<file path="config.mk">
export PLATFORM = sky130hd
export DESIGN_NAME = quad_avg_accum
export DESIGN_NICKNAME = d
export VERILOG_FILES = /design/src/rtl/qavg_pkg.sv /design/src/rtl/fa_cell.sv /design/src/rtl/csa_row.sv /design/src/rtl/rca_adder.sv /design/src/rtl/madd5.sv /design/src/rtl/quad_avg_accum.sv
export SDC_FILE = /design/constraint.sdc
export NUM_CORES = 1
export LEC_CHECK = 0
export ABC_AREA = 1
export ABC_CLOCK_PERIOD_IN_PS = 9400
export CORE_ASPECT_RATIO = 1.75
export CORE_MARGIN = 10
export CORE_UTILIZATION = 45
export DETAILED_ROUTE_END_ITERATION = 10
export MAX_ROUTING_LAYER = met4
export PLACE_DENSITY_LB_ADDON = 0.12
export SETUP_SLACK_MARGIN = 0.1
export SLEW_MARGIN = 20
export SYNTH_ARGS = -nofsm -noshare
export SYNTH_HDL_FRONTEND = slang
export SYNTH_SLANG_ARGS = --single-unit
</file>
<file path="constraint.sdc">
create_clock -name clk -period 9.4 [get_ports clk]
set_input_delay 1.88 -clock clk [delete_from_list [all_inputs] [get_ports clk]]
set_output_delay 1.88 -clock clk [all_outputs]
set_load 0.1 [all_outputs]
</file>
<file path="src/rtl/qavg_pkg.sv">
package qavg_pkg;
  // number of fresh operands folded in per cycle
  localparam int NUM_NEW = 4;

  // bits needed to hold NUM_NEW*iters values of width w
  function automatic int total_width(input int w, input int iters);
    return w + $clog2(NUM_NEW * iters);
  endfunction
endpackage

</file>
<file path="src/rtl/fa_cell.sv">
module fa_cell (
  input  logic a,
  input  logic b,
  input  logic ci,
  output logic s,
  output logic co
);
  assign s  = a ^ b ^ ci;
  assign co = (a & b) | (a & ci) | (b & ci);
endmodule

</file>
<file path="src/rtl/csa_row.sv">
module csa_row #(
  parameter int W = 12
) (
  input  logic [W-1:0] x,
  input  logic [W-1:0] y,
  input  logic [W-1:0] z,
  output logic [W-1:0] s,
  output logic [W-1:0] c
);
  logic [W-1:0] cy;

  for (genvar i = 0; i < W; i++) begin : g_bit
    fa_cell u_fa (.a(x[i]), .b(y[i]), .ci(z[i]), .s(s[i]), .co(cy[i]));
  end

  // carry word weighted one position up; top carry dropped (modular width)
  assign c = {cy[W-2:0], 1'b0};
endmodule

</file>
<file path="src/rtl/rca_adder.sv">
module rca_adder #(
  parameter int W = 12
) (
  input  logic [W-1:0] a,
  input  logic [W-1:0] b,
  output logic [W-1:0] s
);
  logic [W:0] chain;
  assign chain[0] = 1'b0;

  for (genvar i = 0; i < W; i++) begin : g_bit
    fa_cell u_fa (.a(a[i]), .b(b[i]), .ci(chain[i]), .s(s[i]), .co(chain[i+1]));
  end

  logic unused_top;
  assign unused_top = chain[W];
endmodule

</file>
<file path="src/rtl/madd5.sv">
module madd5 #(
  parameter int W = 12
) (
  input  logic [W-1:0] in0,
  input  logic [W-1:0] in1,
  input  logic [W-1:0] in2,
  input  logic [W-1:0] in3,
  input  logic [W-1:0] in4,
  output logic [W-1:0] sum
);
  logic [W-1:0] s1, c1, s2, c2, s3, c3;

  // level 1: five operands become four
  csa_row #(.W(W)) u_l1 (.x(in0), .y(in1), .z(in2), .s(s1), .c(c1));
  // level 2: four become three
  csa_row #(.W(W)) u_l2 (.x(s1), .y(c1), .z(in3), .s(s2), .c(c2));
  // level 3: three become two
  csa_row #(.W(W)) u_l3 (.x(s2), .y(c2), .z(in4), .s(s3), .c(c3));
  // carry-propagate stage
  rca_adder #(.W(W)) u_cpa (.a(s3), .b(c3), .s(sum));
endmodule

</file>
<file path="src/rtl/quad_avg_accum.sv">
module quad_avg_accum #(
  parameter int W     = 8,
  parameter int ITERS = 4
) (
  input  logic         clk,
  input  logic         rst,
  input  logic [W-1:0] op_a,
  input  logic [W-1:0] op_b,
  input  logic [W-1:0] op_c,
  input  logic [W-1:0] op_d,
  output logic [W-1:0] avg,
  output logic         done
);
  import qavg_pkg::*;

  localparam int SW    = total_width(W, ITERS);
  localparam int SHIFT = SW - W;
  localparam int CW    = (ITERS > 1) ? $clog2(ITERS) : 1;
  localparam logic [CW-1:0] LAST = CW'(ITERS - 1);

  logic [SW-1:0] total_q, total_d;
  logic [CW-1:0] iter_q;
  logic          done_q;

  madd5 #(.W(SW)) u_madd (
    .in0({{SHIFT{1'b0}}, op_a}),
    .in1({{SHIFT{1'b0}}, op_b}),
    .in2({{SHIFT{1'b0}}, op_c}),
    .in3({{SHIFT{1'b0}}, op_d}),
    .in4(total_q),
    .sum(total_d)
  );

  always_ff @(posedge clk) begin
    if (rst) begin
      total_q <= '0;
      iter_q  <= '0;
      done_q  <= 1'b0;
    end else if (!done_q) begin
      total_q <= total_d;
      iter_q  <= iter_q + 1'b1;
      if (iter_q == LAST) done_q <= 1'b1;
    end
  end

  assign avg  = total_q[SW-1:SHIFT];
  assign done = done_q;
endmodule

</file>
# Word level (Yosys, flattened, before mapping)
# Cells that the tools add are included.
# Widths: inputs -> output; s select.
[op_classes]
add_sub_neg = 1
n_eq_ne = 1
muxes = 2
bitwise = 226
[op_table]
columns = ["op", "n"]
rows = [
  ["$and 1x1->1", 97],
  ["$xor 1x1->1", 67],
  ["$or 1x1->1", 62],
  ["$add 2x1->2 const B", 1],
  ["$eq 2x2->1 const B", 1],
  ["$mux 1", 2],
]
[word_totals]
reg_bits = 15
input_bits = 34
out_inout_bits = 9
wordCells = 233

# Logic depth before layout (Yosys ltp)
[logic_depth]
ltp_word = 34
depth_mapped = 20
depth_no_buf = 20

# Hierarchy
# A second synthesis with hierarchy kept.
[hier_totals]
hier_cells = 190
hier_area_um2 = 1938.1
[modules_own_cells]
columns = ["module", "n_inst", "cells_each", "area_each_um2", "seq_area_each_um2"]
rows = [
  ["fa_cell", 48, 1, 20.0, 0.0],
  ["quad_avg_accum", 1, 102, 691.9, 300.3],
  ["csa_row", 3, 13, 93.8, 0.0],
  ["rca_adder", 1, 1, 3.8, 0.0],
]

# Worst setup path after synthesis
# Ideal clock, no wire load.
[synth_timing]
kind = "input-to-reg"
from = "input port op_a[1]"
to = "register total_q[10]"
setup_time_ns = 0.116
arrival_ns = 6.937
required_time_ns = 9.284
slack_ns = 2.347
path_stages = 19
path_cell_list = "fa_1 -> fa_1 -> inv_1 -> fa_1 -> inv_1 -> ha_1 -> fa_1 -> fa_1 -> fa_1 -> fa_1 -> fa_1 -> fa_1 -> fa_1 -> inv_1 -> fa_1 -> inv_1 -> ha_1 -> o21ai_0 -> nor2_1"
[synth_via]
elab_chain_len = 32
word_cells_on_any_way = 74
cone_classes = "bitwise: 74"
[synth_lines]
columns = ["item", "line_no", "text"]
rows = [
  ["start, declared", "quad_avg_accum.sv:7", "input logic [W-1:0] op_a,"],
  ["$and 1x1->1 or $xor 1x1->1 (tied branches)", "fa_cell.sv:9, fa_cell.sv:8", ""],
  ["$or 1x1->1 or $xor 1x1->1 (tied branches)", "fa_cell.sv:9, fa_cell.sv:8", ""],
  ["$or 1x1->1, or another cell as far along", "fa_cell.sv:9", "assign co = (a & b) | (a & ci) | (b & ci);"],
  ["$xor 1x1->1 or $or 1x1->1 (tied branches)", "fa_cell.sv:8, fa_cell.sv:9", ""],
  ["$xor 1x1->1, or another cell as far along", "fa_cell.sv:8", "assign s = a ^ b ^ ci;"],
  ["$xor 1x1->1 or $or 1x1->1 (tied branches)", "fa_cell.sv:8, fa_cell.sv:9", ""],
  ["$xor 1x1->1, or another cell as far along", "fa_cell.sv:8", ""],
  ["$and 1x1->1", "fa_cell.sv:9", ""],
  ["[... 17 more ...]", "n/a", ""],
  ["$and 1x1->1", "fa_cell.sv:9", ""],
  ["$or 1x1->1", "fa_cell.sv:9", ""],
  ["$or 1x1->1 *", "fa_cell.sv:9", ""],
  ["$and 1x1->1", "fa_cell.sv:9", ""],
  ["$or 1x1->1", "fa_cell.sv:9", ""],
  ["$or 1x1->1 *", "fa_cell.sv:9", ""],
  ["$xor 1x1->1 *", "fa_cell.sv:8", ""],
  ["via u_madd.u_cpa.g_bit[10].u_fa.s", "fa_cell.sv:5", "output logic s,"],
  ["end signal, assigned", "quad_avg_accum.sv:40", "total_q <= total_d;"],
  ["end, declared", "quad_avg_accum.sv:21", "logic [SW-1:0] total_q, total_d;"],
]
# Mark *: on every way through the listed nets, which the timed path passes. The rest lies on a longest branch.
# A chain may end at the register's enable or synchronous reset.

# Worst setup path in the final report
# Ends and elaborated chain as after synthesis.

==> results.toml <==
[outcome]
status = "finished clean"

[global_route]
overflow = 0
top_usage_layer = "met2"
grt_pass1_wl_mm = 4.75
grtUsageMet2_pct = 18.8
grt_usage_pct = 11.0
antenna_found_initial = 0
grt_max_degree = 18
grt.met1_usage_pct = 11.4
grt_pass1_vias = 1113
use_met3_pct = 3.15

[place]
placed_cells = 184
dp_hpwl_mm = 2.35
gp_congestion = 0.755
numPortBuffers = 42
post_dp_cell_area_um2 = 1720

[floorplan]
die_area_um2 = 5690
start_util_pct = 46.8
coreArea_um2 = 2900
die_w_um = 61.5
rows = 26
die_y_um = 92.6
ios = 43

[sta]
drv_slew = 0
fmax_mhz = 135
period_needed_ps = 7410
worst_pin_slew_ps = 983
setup_violations = 0
hold_viol = 0
rsz0062_at_grt = "false"
setup_tns_ps = 0
clock_skew_ps = 0.926
fin_crit_sh_pct = 78.8
slew_headroom_pct = 34.2

[critical_path]
reg2reg_from = "total_q[1]"
crit_path_end_kind = "register"
critPathRequiredTime_ps = 9540
worstSetupPathType = "in -> reg"
reg2regPathDepth = 17
regToRegSetupSlack_ps = 4730
timing.rr.end = "total_q[10]"
cp-start-kind = "primary input"
crit_arrival_ps = 7550
worst-path-max-fanout = 1

[final_layout]
final-seq-area_um2 = 300
syn_to_final_growth_pct = 30.2
diodes = 0
fin_nets = 231
utilization_pct = 60.9
multi_input_area_um2 = 901
drive_gt1_share_pct = 10.0
stdcell_area_um2 = 1760
layout.cells.non_filler = 188
n_fill_cell = 248

[pwr]
peakVddDrop_v = 0.000238
power.static_leakage_uw = 0.000774
power_density_nw_per_um2 = 284

[yosys]
synthCells = 125
ys_seq_elements = 15
synth.avg_cell_area_um2 = 10.8
synth_top_area_share_pct = 45.8
synth_nets = 195
seq_area_frac_synth_pct = 22.2
yosysTopAreaCell = "fa_1"
synth_area_um2 = 1350
synth_cell_types = 15
yosys_warnings = 0
synth.area.top_cells = "fa_1 (46%), dfxtp_1 (22%), nor2_1 (5.3%)"

[min_path]
hold_path_class = "reg -> reg"
min_from = "total_q[1]"
min_to = "total_q[1]"
hold_path_depth = 2

[route]
wire_per_inst_um = 13.9
drtPass1Iterations = 4
drtAntennaViolNets = 0
first_iter_violations = 8
post-route-drc-count = 0
wl_mm = 2.61
num_vias = 923
via_per_inst = 4.91

[clocking]
holdBufCountCts = 0
root_buffer = "clkbuf_8"
ctsHtreeMaxLevel = 1
cts-buffers-inserted = 3
clock_sinks = 15
clock_latency_ps = 250
post_cts_buffers = 0
cts-resized-gates = 0
cts_tree = "done"
cts_buffer_depth = 2
clk_pin_slew_ps = 60

[job]
cap_violations = 0
-- worst max-delay path, stage by stage --
cell,delay (ps)
clkdlybuf4s50_1,430
fa_1,510
fa_1,520
inv_1,60
fa_1,500
inv_1,40
ha_1,190
fa_1,390
fa_1,390
fa_1,390
fa_1,390
fa_1,390
fa_1,380
fa_1,360
inv_1,70
fa_1,150
inv_1,40
ha_1,250
o21ai_0,150
nor2_1,50
-- Yosys cell counts --
master	n
fa_1	31
nor2_1	19
dfxtp_1	15
inv_1	14
nor2_2	10
buf_4	9
o21ai_1	6
ha_1	5
nand2_1	5
o21ai_0	5
inv_2	2
a21oi_1	1
buf_12	1
buf_2	1
nand3_1	1
-- area by class of cell --
cell class              instances  share of cell area [%]
flip-flops and latches         15                    17.0
clock buffers                   3                    2.34
repair buffers                 42                    23.8
inverters                      16                    3.41
clock inverters                 1                   0.284
multi-input cells              83                    51.1
well taps                      28                    1.99
-- cell usage in the layout, fill, tap and decap left out --
cell type	n
o21ai_0	5
nand3_1	1
inv_1	14
a21oi_1	1
inv_2	2
ha_1	5
fa_1	31
dfxtp_1	15
nand2_1	5
nor2_2	10
clkdlybuf4s50_1	42
clkinv_2	1
clkbuf_8	3
nor2_1	19
o21ai_1	6
-- stage by stage --
step	setup slack (ps)	hold WS (ps)	total power [uW]
4_1_cts	1950	491	512
6_report	1990	485	500
3_5_place_dp	1690	476	457
5_1_grt	1730	512	562
3_3_place_gp	1800	473	448
2_1_floorplan	2350	455	387
-- layer usage --
metal | share of wire (%) | vias to the layer above
li1 | - | 437
met1 | 31 | 453
met2 | 58 | 28
met3 | 9.4 | 5
met4 | 1.8 | 0
met5 | 0 | -
-- cell families (layout without fill, tap and decap cells) --
logic type / count (synthesis) / after routing / share of synthesized area (%)
adders and majority gates: 36 / 36 / 50.5
buffers and inverters: 27 / 62 / 11.3
AOI/OAI and AO/OA: 12 / 12 / 4.44
DFF: 15 / 15 / 22.2
and+or+nand+nor: 35 / 35 / 11.6
-- registers in the layout, summed over array words and instances, names as in the netlist --
register / cells
done: 1
iter_q: 2
total_q: 12
-- power breakdown --
part | switching [uW] | leakage [uW] | internal (uW)
clock | 23.3 | 0.0000255 | 29.4
sequential | 20.9 | 0.000125 | 88.2
combinational | 211 | 0.000624 | 127
-- worst max-delay path by stage --
| stage | start | endpoint | slack, ps | depth (start not counted) |
|---|---|---|---|---|
| floorplan | op_a[1] | total_q[10] | 2350 | 19 |
| global placement | op_a[1] | total_q[10] | 1800 | 20 |
| detailed placement | op_a[1] | total_q[10] | 1690 | 20 |
| CTS | op_a[1] | total_q[10] | 1950 | 20 |
| global route | op_a[1] | total_q[10] | 1730 | 20 |
| finish | op_a[1] | total_q[10] | 1990 | 20 |
Power figures use the tool's default switching activity.
